$ cat src/rtl/mac_pkg.sv
package mac_pkg;

  typedef enum logic [1:0] {
    MAC_IDLE = 2'd0,
    MAC_CLR  = 2'd1,
    MAC_LOAD = 2'd2,
    MAC_ACC  = 2'd3
  } mac_cmd_e;

  // clear > load > accumulate
  function automatic mac_cmd_e mac_decode(input logic clr, input logic ld, input logic acc);
    if (clr)      return MAC_CLR;
    else if (ld)  return MAC_LOAD;
    else if (acc) return MAC_ACC;
    else          return MAC_IDLE;
  endfunction

endpackage

$ cat src/rtl/mac_mul.sv
module mac_mul #(
  parameter int OP_W   = 16,
  localparam int PROD_W = 2 * OP_W
) (
  input  logic [OP_W-1:0]          a_i,
  input  logic [OP_W-1:0]          b_i,
  output logic signed [PROD_W-1:0] prod_o
);
  logic signed [PROD_W-1:0] a_x, b_x;
  assign a_x    = PROD_W'($signed(a_i));
  assign b_x    = PROD_W'($signed(b_i));
  assign prod_o = a_x * b_x;
endmodule

$ cat src/rtl/mac_sat_path.sv
module mac_sat_path #(
  parameter int PROD_W = 32,
  parameter int ACC_W  = 32
) (
  input  logic signed [PROD_W-1:0] prod_i,
  input  logic [ACC_W-1:0]         hi_i,
  input  logic [ACC_W-1:0]         lo_i,
  output logic [ACC_W-1:0]         hi_o,
  output logic [ACC_W-1:0]         lo_o,
  output logic                     ovf_o
);
  localparam logic [ACC_W-1:0] POS_MAX = {1'b0, {(ACC_W-1){1'b1}}};
  localparam logic [ACC_W-1:0] NEG_MIN = {1'b1, {(ACC_W-1){1'b0}}};

  logic [ACC_W-1:0] prod_x, sum;
  logic             neg;

  assign prod_x = ACC_W'(prod_i);
  assign neg    = prod_x[ACC_W-1];
  assign sum    = lo_i + prod_x;
  // same-sign operands, different-sign result
  assign ovf_o  = (neg == lo_i[ACC_W-1]) && (sum[ACC_W-1] != neg);
  assign lo_o   = ovf_o ? (neg ? NEG_MIN : POS_MAX) : sum;
  assign hi_o   = ovf_o ? (hi_i | ACC_W'(1)) : hi_i;
endmodule

$ cat src/rtl/mac_wide_path.sv
module mac_wide_path #(
  parameter int PROD_W  = 32,
  parameter int ACC_W   = 32,
  parameter int HI_KEEP = 10
) (
  input  logic signed [PROD_W-1:0] prod_i,
  input  logic [HI_KEEP-1:0]       hi_i,
  input  logic [ACC_W-1:0]         lo_i,
  output logic [ACC_W-1:0]         hi_o,
  output logic [ACC_W-1:0]         lo_o
);
  logic [ACC_W-1:0]   prod_x;
  logic [ACC_W:0]     wsum;
  logic [HI_KEEP-1:0] hi_t;

  assign prod_x = ACC_W'(prod_i);
  assign wsum   = {1'b0, lo_i} + {1'b0, prod_x};
  assign lo_o   = wsum[ACC_W-1:0];
  // only the kept bits matter: upper bits are rebuilt from bit HI_KEEP-1
  assign hi_t   = hi_i + {HI_KEEP{prod_x[ACC_W-1]}} + HI_KEEP'(wsum[ACC_W]);
  assign hi_o   = {{(ACC_W-HI_KEEP){hi_t[HI_KEEP-1]}}, hi_t};
endmodule

$ cat src/rtl/mac_word_unit.sv
module mac_word_unit #(
  parameter int OP_W     = 16,
  parameter int ACC_W    = 32,
  parameter int HI_KEEP  = 10,
  parameter int PTR_W    = 32,
  parameter int PTR_STEP = 2
) (
  input  logic             clk_i,
  input  logic             rst_ni,
  input  logic             sat_mode_i,
  input  logic             acc_valid_i,
  input  logic [OP_W-1:0]  opa_i,
  input  logic [OP_W-1:0]  opb_i,
  input  logic [PTR_W-1:0] ptra_i,
  input  logic [PTR_W-1:0] ptrb_i,
  input  logic             clear_i,
  input  logic             load_hi_i,
  input  logic             load_lo_i,
  input  logic [ACC_W-1:0] load_data_i,
  output logic [ACC_W-1:0] mach_o,
  output logic [ACC_W-1:0] macl_o,
  output logic [PTR_W-1:0] ptra_o,
  output logic [PTR_W-1:0] ptrb_o,
  output logic             ptr_valid_o
);
  import mac_pkg::*;

  localparam int PROD_W = 2 * OP_W;
  localparam int NPTR   = 2;
  localparam logic [ACC_W-1:0] POS_MAX = {1'b0, {(ACC_W-1){1'b1}}};
  localparam logic [ACC_W-1:0] NEG_MIN = {1'b1, {(ACC_W-1){1'b0}}};

  logic signed [PROD_W-1:0] prod;
  logic [ACC_W-1:0] mach_q, macl_q;
  logic [ACC_W-1:0] sat_hi, sat_lo, wide_hi, wide_lo, nxt_hi, nxt_lo;
  logic             sat_ovf;
  mac_cmd_e         cmd;

  logic [PTR_W-1:0] ptr_in [NPTR];
  logic [PTR_W-1:0] ptr_q  [NPTR];
  logic             pv_q;

  mac_mul #(.OP_W(OP_W)) mul_i (
    .a_i(opa_i), .b_i(opb_i), .prod_o(prod)
  );

  mac_sat_path #(.PROD_W(PROD_W), .ACC_W(ACC_W)) sat_i (
    .prod_i(prod), .hi_i(mach_q), .lo_i(macl_q),
    .hi_o(sat_hi), .lo_o(sat_lo), .ovf_o(sat_ovf)
  );

  mac_wide_path #(.PROD_W(PROD_W), .ACC_W(ACC_W), .HI_KEEP(HI_KEEP)) wide_i (
    .prod_i(prod), .hi_i(mach_q[HI_KEEP-1:0]), .lo_i(macl_q),
    .hi_o(wide_hi), .lo_o(wide_lo)
  );

  assign cmd    = mac_decode(clear_i, load_hi_i | load_lo_i, acc_valid_i);
  assign nxt_hi = sat_mode_i ? sat_hi : wide_hi;
  assign nxt_lo = sat_mode_i ? sat_lo : wide_lo;

  always_ff @(posedge clk_i or negedge rst_ni) begin
    if (!rst_ni) begin
      mach_q <= '0;
      macl_q <= '0;
    end else begin
      unique case (cmd)
        MAC_CLR: begin
          mach_q <= '0;
          macl_q <= '0;
        end
        MAC_LOAD: begin
          if (load_hi_i) mach_q <= load_data_i;
          if (load_lo_i) macl_q <= load_data_i;
        end
        MAC_ACC: begin
          mach_q <= nxt_hi;
          macl_q <= nxt_lo;
        end
        default: ;
      endcase
    end
  end

  assign ptr_in[0] = ptra_i;
  assign ptr_in[1] = ptrb_i;

  always_ff @(posedge clk_i or negedge rst_ni) begin
    if (!rst_ni) begin
      for (int i = 0; i < NPTR; i++) ptr_q[i] <= '0;
      pv_q <= 1'b0;
    end else begin
      pv_q <= acc_valid_i;
      if (acc_valid_i)
        for (int i = 0; i < NPTR; i++) ptr_q[i] <= ptr_in[i] + PTR_W'(PTR_STEP);
    end
  end

  assign mach_o      = mach_q;
  assign macl_o      = macl_q;
  assign ptra_o      = ptr_q[0];
  assign ptrb_o      = ptr_q[1];
  assign ptr_valid_o = pv_q;

  logic acc_win;
  assign acc_win = (cmd == MAC_ACC);


  clear_zero_chk: assert property (@(posedge clk_i) disable iff (!rst_ni)
    clear_i |=> (mach_o == '0 && macl_o == '0));


  for (genvar g = 0; g < NPTR; g++) begin : g_ptr_chk
    ptr_step_chk: assert property (@(posedge clk_i) disable iff (!rst_ni)
      acc_valid_i |=> (ptr_q[g] == $past(ptr_in[g]) + PTR_W'(PTR_STEP)));
  end


  sat_clamp_chk: assert property (@(posedge clk_i) disable iff (!rst_ni)
    (acc_win && sat_mode_i && sat_ovf) |=> (macl_o == POS_MAX || macl_o == NEG_MIN));


  sticky_ovf_chk: assert property (@(posedge clk_i) disable iff (!rst_ni)
    (acc_win && sat_mode_i && (mach_o[0] || sat_ovf)) |=> mach_o[0]);


  sat_hold_chk: assert property (@(posedge clk_i) disable iff (!rst_ni)
    (acc_win && sat_mode_i && !sat_ovf) |=> $stable(mach_o));


  wide_sext_chk: assert property (@(posedge clk_i) disable iff (!rst_ni)
    (acc_win && !sat_mode_i) |=>
      ((&mach_o[ACC_W-1:HI_KEEP-1]) || !(|mach_o[ACC_W-1:HI_KEEP-1])));


  idle_hold_chk: assert property (@(posedge clk_i) disable iff (!rst_ni)
    (cmd == MAC_IDLE) |=> ($stable(mach_o) && $stable(macl_o) && $stable(ptra_o)
                           && $stable(ptrb_o) && !ptr_valid_o));

endmodule

$ cat config.mk
export PLATFORM = sky130hd
export DESIGN_NAME = mac_word_unit
export DESIGN_NICKNAME = d
export VERILOG_FILES = /design/src/rtl/mac_pkg.sv /design/src/rtl/mac_mul.sv /design/src/rtl/mac_sat_path.sv /design/src/rtl/mac_wide_path.sv /design/src/rtl/mac_word_unit.sv
export SDC_FILE = /design/constraint.sdc
export NUM_CORES = 1
export LEC_CHECK = 0
export ABC_AREA = 1
export BUFFER_PORTS_ARGS = -buffer_cell sky130_fd_sc_hd__buf_2
export CAP_MARGIN = 20
export CORE_UTILIZATION = 45
export DETAILED_ROUTE_END_ITERATION = 7
export PLACE_DENSITY_LB_ADDON = 0.25
export SYNTH_ARGS = -nofsm -noshare
export SYNTH_HDL_FRONTEND = slang
export SYNTH_SLANG_ARGS = --single-unit
$ cat constraint.sdc
create_clock -name clk_i -period 3.3 [get_ports clk_i]
set_input_delay 0.33 -clock clk_i [delete_from_list [all_inputs] [get_ports clk_i]]
set_output_delay 0.33 -clock clk_i [all_outputs]
set_load 0.02 [all_outputs]
-- Word level (Yosys, flattened, before mapping)
Cells that the tools add are included.
- register bits after elaboration: 129
- output and inout bits: 129
- logic and storage cells: 40
- bits of input ports: 135
- bitwise gates (word level): 1
- multipliers: 1
- equal/unequal tests: 9
- mux-type cells: 12
- $add $sub $neg: 6
- reduce and logical (&&, ||, !) cells: 5
- operator list (kind ; count):
    two-way mux 32 bit ; 6
    case mux 32 bit (3 select lines) ; 2
    adder 32 x 2 -> 32 bit (second input constant) ; 2
    adder 32 x 32 -> 33 bit ; 1
    adder 32 bit ; 1
    multiplier 16 x 16 -> 32 bit ; 1
    adder 10 x 1 -> 10 bit ; 1
    adder 10 bit ; 1
    two-way mux 2 bit ; 3
    inequality test 2 bit (second input constant) ; 3
    AND reduction 3 bit ; 2
    equality test 2 bit (second input constant) ; 2
    inequality test 3 x 2 -> 1 bit (second input constant) ; 1
    nonzero test 3 bit ; 1
    equality test 2 x 1 -> 1 bit (second input constant) ; 1
    AND reduction 2 bit ; 1
    equality test 1 bit ; 1
    logical AND 1 bit ; 1
    two-way mux 1 bit ; 1
    inequality test 1 bit ; 1
    bitwise OR 1 bit ; 1

-- Longest topological paths before layout
- depth in word-level cells: 7
- mapped depth: 51

-- Hierarchy
From an unflattened synthesis, not the netlist that was laid out.
- cells, all modules: 3898
- area, all modules: 25254.2 sq um
- modules (own cells, without submodules) (module ; instances ; cells each ; area each (sq um)):
    mac_mul ; 1 ; 1514 ; 10969.3
    mac_word_unit ; 1 ; 1219 ; 8162.8
    mac_sat_path ; 1 ; 583 ; 3148.0
    mac_wide_path ; 1 ; 582 ; 2974.1

-- Least setup slack after synthesis
OpenSTA, ideal clock, no wires.
- path type: input-to-reg
- start point: in opa_i[5]
- end point: reg mach_q[8], in the netlist mach_o[8]
- path slack: -5139 ps
- path buffers: 2
- arrival: 8322 ps
- setup time: 117 ps
- stages: 47
- path through: clkbuf_1 -> clkbuf_1 -> nand2_1 -> fa_1 -> inv_1 -> fa_1 -> inv_1 -> fa_1 -> inv_1 -> fa_1 -> fa_1 -> inv_1 -> fa_1 -> inv_1 -> ha_1 -> nand2_2 -> inv_1 -> a21oi_2 -> [11 not listed] -> a21oi_1 -> o21ai_0 -> a221oi_1 -> fa_1 -> inv_1 -> fa_1 -> nand3_1 -> nand2_1 -> nand2_1 -> nand2_1 -> a21oi_1 -> nor2_1 -> o21ai_0 -> nand3_1 -> nand2_1 -> o22ai_1 -> nand2_1 -> nand2_1
- cells in the longest elaborated chain, start to end: 5
- elaborated cells between the ends (all ways): 6
- those cells by class: add/sub: 3; mul: 1; mux: 2
- ends and longest elaborated chain (item ; line ; source):
    start: declaration ; mac_word_unit.sv:12 ; input logic [OP_W-1:0] opa_i,
    multiplier 16 x 16 -> 32 bit * ; mac_mul.sv:12 ; assign prod_o = a_x * b_x;
    adder 32 x 32 -> 33 bit / adder 10 bit (equally long branches) ; mac_wide_path.sv:17, mac_wide_path.sv:20 ;
    adder 10 x 1 -> 10 bit * ; mac_wide_path.sv:20 ; assign hi_t = hi_i + {HI_KEEP{prod_x[ACC_W-1]}} + HI_KEEP'(wsum[ACC_W]);
    two-way mux 32 bit * ; mac_word_unit.sv:58 ; assign nxt_hi = sat_mode_i ? sat_hi : wide_hi;
    case mux 32 bit (3 select lines) * ; mac_word_unit.sv:66 ; unique case (cmd)
    end signal: assignment ; mac_word_unit.sv:72 ; if (load_hi_i) mach_q <= load_data_i;
    end signal: assignment ; mac_word_unit.sv:76 ; mach_q <= nxt_hi;
    end: declaration ; mac_word_unit.sv:34 ; logic [ACC_W-1:0] mach_q, macl_q;
Every way passes the cells marked *; elsewhere a longest branch is shown, timed or not. The select of a mux whose other input is x is not followed.
A chain may end at the register's enable or synchronous reset.

-- Worst setup path after layout
- start point: in opb_i[4]
- end point: reg mach_q[8], in the netlist mach_o[8]
- cells in the longest elaborated chain, start to end: 5
- elaborated cells between the ends (all ways): 6
- those cells by class: add/sub: 3; mul: 1; mux: 2
- ends and longest elaborated chain (item ; line ; source):
    start: declaration ; mac_word_unit.sv:13 ; input logic [OP_W-1:0] opb_i,
    multiplier 16 x 16 -> 32 bit * ; mac_mul.sv:12 ;
    adder 32 x 32 -> 33 bit / adder 10 bit (equally long branches) ; mac_wide_path.sv:17, mac_wide_path.sv:20 ;
    adder 10 x 1 -> 10 bit * ; mac_wide_path.sv:20 ;
    two-way mux 32 bit * ; mac_word_unit.sv:58 ;
    case mux 32 bit (3 select lines) * ; mac_word_unit.sv:66 ;
Marks and branches as above.

==> flow_metrics.env <==
export IMPL_hp_class="in -> reg"
export IMPL_grt_overflow=0
export IMPL_ys_ff_latch=129
export IMPL_drcViolationCount=0
export IMPL_setup_worst_path_end="mach_o[8]$_DFFE_PN0P_"
export IMPL_grt_antenna_before_repair=2
export IMPL_grt_max_degree=88
export IMPL_start_kind="input pin"
export IMPL_synthArstFlopShare=1.00
export IMPL_clockBufferDepth=2
export IMPL_coreArea_sq_um=42200
export IMPL_synthTopCellsByArea="fa_1 (27%), dfrtp_1 (17%), nand2_1 (15%)"
export IMPL_slew_headroom=0.329
export IMPL_htreeDepth=4
export IMPL_clk_latency_ns=0.44
export IMPL_ys_warn_count=0
export IMPL_crit_fanout=8
export IMPL_clk_pin_slew_ns=0.06
export IMPL_synth_yosys_seq_area_share=0.167
export IMPL_cts_num_sinks=129
export IMPL_drive_gt1_frac=0.300
export IMPL_crit_arrival_ns=8.27
export IMPL_rrSetupSlack_ns=-0.65
export IMPL_die_y_um=209
export IMPL_viasPerCell=4.87
export IMPL_regToRegEndpoint="mach_o[8]$_DFFE_PN0P_"
export IMPL_io_pins=264
export IMPL_rr_startpoint="macl_o[15]$_DFFE_PN0P_"
export IMPL_violations="negative setup slack"
export IMPL_synth_edff_count=0
export IMPL_setup_viol=64
export IMPL_synthFlopType="dfrtp_1"
export IMPL_post_route_min_period_ns=7.94
export IMPL_yosys_area_top_type="fa_1"
export IMPL_worstMarginPinSlew_ns=1.00
export IMPL_first_pass_iters=5
export IMPL_wire_per_inst_um=15.4
export IMPL_cp_top_family="adder cells"
export IMPL_startpoint="opb_i[4]"
export IMPL_synth_area_per_cell_sq_um=7.32
export IMPL_grt_pass1_wl_um=97400
export IMPL_synth_cell_types=49
export IMPL_setup_ws_ns=-4.64
export IMPL_crit_path_end_kind="flop"
export IMPL_drtAntennaViolNets=0
export IMPL_drtIter0Drc=957
export IMPL_critPathBufInv=9
export IMPL_fin_nets=3767
export IMPL_fp_dieArea_sq_um=43900
export IMPL_critPathMaxStageDelay_ns=0.55
export IMPL_r2r_cells=23
export IMPL_std_cell_rows=75
export IMPL_cp_required_ns=3.63
export IMPL_fmax_mhz=126
export IMPL_clock_tree_root_cell="clkbuf_16"
export IMPL_track_usage=0.279
export IMPL_rsz0062_at_grt="yes"
export IMPL_netlist_area_sq_um=19400
export IMPL_die_x_um=209
export IMPL_diodes=0
export IMPL_area_growth_pct=35.1
export IMPL_netlist_area_leader_share=0.275
export IMPL_fin_worst_skew_ns=0.0103
export IMPL_vias=18500
export IMPL_cts_tree="built"
export IMPL_crit_type="in -> reg"
export IMPL_max_cap_violations=0
export IMPL_report_final_slew_viol_count=0
export IMPL_layout_worst_path_cycle_share=2.41
export IMPL_cts_buffers=17
export IMPL_status="finished, violations left"
export IMPL_syn_nets=3170
export IMPL_timing_final_hold_violations=0
export IMPL_dpl_hpwl_um=48000
export IMPL_routed_wl_um=58400
export IMPL_start_util=0.459
export IMPL_path_depth=45
export IMPL_cpMaxStageDelayCell="fa_2"
export IMPL_grt_pass1_vias=19800
export IMPL_port_buffers=263
export IMPL_gp_congestion=0.941
export IMPL_syn_inst=2645
export IMPL_setup_tns_ns=-282.89
## routing by layer
| metal | up-vias | routed length (um) | GRT usage |
|---|---|---|---|
| li1 | 9005 | - | - |
| met1 | 8839 | 23400 | 0.337 |
| met2 | 529 | 29800 | 0.501 |
| met3 | 114 | 3680 | 0.0566 |
| met4 | 4 | 1580 | 0.0846 |
| met5 | - | 24 | 0 |
## repair_timing
action	CTS	global route
pin swaps	103	97
hold endpoints to repair	71	0
setup endpoints to repair	64	64
cloned	4	1
setup buffers	43	12
resized for setup	172	97
hold buffers	1	0
## area by class of cell
cell class              count  area [sq um]
clock buffers              18           429
clock inverters            14           179
fillers                  3751         16100
inverters                 620          2330
multi-input cells        1800         14400
flip-flops and latches    129          3230
well taps                 539           674
repair buffers            674          4900
## worst min-delay path: stages
cell,delay [ns]
buf_2,0.08
nand2_1,0.04
nand2_1,0.05
## worst min-delay path by stage
stage              start                     end  slack (ns)  cells past startpoint
3_5_place_dp      rst_ni  mach_o[14]$_DFFE_PN0P_        0.46                      1
4_1_cts        ptra_i[0]   ptra_o[0]$_DFFE_PN0P_        0.09                      3
3_3_place_gp      rst_ni  mach_o[14]$_DFFE_PN0P_        0.44                      1
5_1_grt        ptra_i[0]   ptra_o[0]$_DFFE_PN0P_        0.10                      3
6_report       ptrb_i[0]   ptrb_o[0]$_DFFE_PN0P_        0.10                      3
2_1_floorplan     rst_ni   mach_o[0]$_DFFE_PN0P_        0.03                      0
## logic make-up after synthesis
| kind of cell | synth area share |
|---|---|
| AOI/OAI and AO/OA | 0.0704 |
| xor gates and xnor gates | 0.0447 |
| adders and majority gates | 0.355 |
| buffers and inverters | 0.140 |
| DFF | 0.167 |
| and+or+nand+nor | 0.223 |
## state kept, by name (all words and copies together), names as in the netlist
name / cells
macl_o: 32
ptra_o: 32
ptr_valid_o: 1
ptrb_o: 32
mach_o: 32
## cell usage after synthesis, drive strengths merged, types with 5 or more instances
| library cell | n |
|---|---|
| nand2 | 764 |
| inv | 619 |
| fa | 266 |
| nor2 | 178 |
| dfrtp | 129 |
| ha | 124 |
| o21ai | 114 |
| a21oi | 102 |
| clkbuf | 80 |
| xor2 | 57 |
| nand3 | 53 |
| xnor2 | 41 |
| nor3 | 33 |
| buf | 16 |
| nand4 | 9 |
| a21o | 8 |
| a31oi | 8 |
| or2 | 8 |
| nand3b | 5 |
| nor4 | 5 |
## layout by cell type (no fill, tap or decap), types with 5 or more instances in the layout
| cell type | synthesis | final |
|---|---|---|
| nand4_1 | 9 | 9 |
| a31oi_1 | 8 | 8 |
| o21ai_1 | 20 | 23 |
| nand2_1 | 753 | 696 |
| a21o_1 | 8 | 8 |
| ha_1 | 124 | 106 |
| nor3_1 | 30 | 23 |
| o21ai_2 | 0 | 13 |
| xor2_2 | 1 | 5 |
| a21oi_1 | 100 | 59 |
| or2_2 | 7 | 6 |
| nand3_1 | 47 | 38 |
| buf_8 | 0 | 5 |
| fa_2 | 0 | 16 |
| nor2_4 | 4 | 9 |
| inv_1 | 616 | 583 |
| fa_1 | 266 | 250 |
| o21ai_0 | 94 | 78 |
| nor2_1 | 166 | 151 |
| nand3_2 | 5 | 11 |
| a21oi_2 | 2 | 38 |
| nor3_2 | 2 | 7 |
| nand3b_1 | 5 | 5 |
| buf_4 | 0 | 380 |
| nor2_2 | 8 | 18 |
| xnor2_1 | 41 | 40 |
| dfrtp_1 | 129 | 129 |
| buf_2 | 10 | 236 |
| nand2_2 | 9 | 53 |
| ha_4 | 0 | 18 |
| inv_2 | 3 | 36 |
| buf_12 | 0 | 17 |
| buf_6 | 2 | 32 |
| a21oi_4 | 0 | 5 |
| xor2_1 | 56 | 52 |
| nand2_4 | 2 | 14 |
| clkbuf_16 | 0 | 18 |
## through the flow
stage / cells / setup slack, ns / utilization / hold slack (ns) / instance area, sq um
floorplan: 2645 / -4.49 / - / 0.0344 / 20200
global placement: 3707 / -5.24 / 0.573 / 0.444 / 24200
detailed placement: 3707 / -5.28 / 0.573 / 0.457 / 24200
CTS: 3784 / -4.51 / 0.611 / 0.0894 / 25800
global route: 3794 / -5.07 / 0.620 / 0.102 / 26200
finish: 3794 / -4.64 / 0.620 / 0.103 / 26200
Power is left out: the tool's default activity adds up to more than one toggle a clock period on the data nets, which glitch-free logic cannot reach.
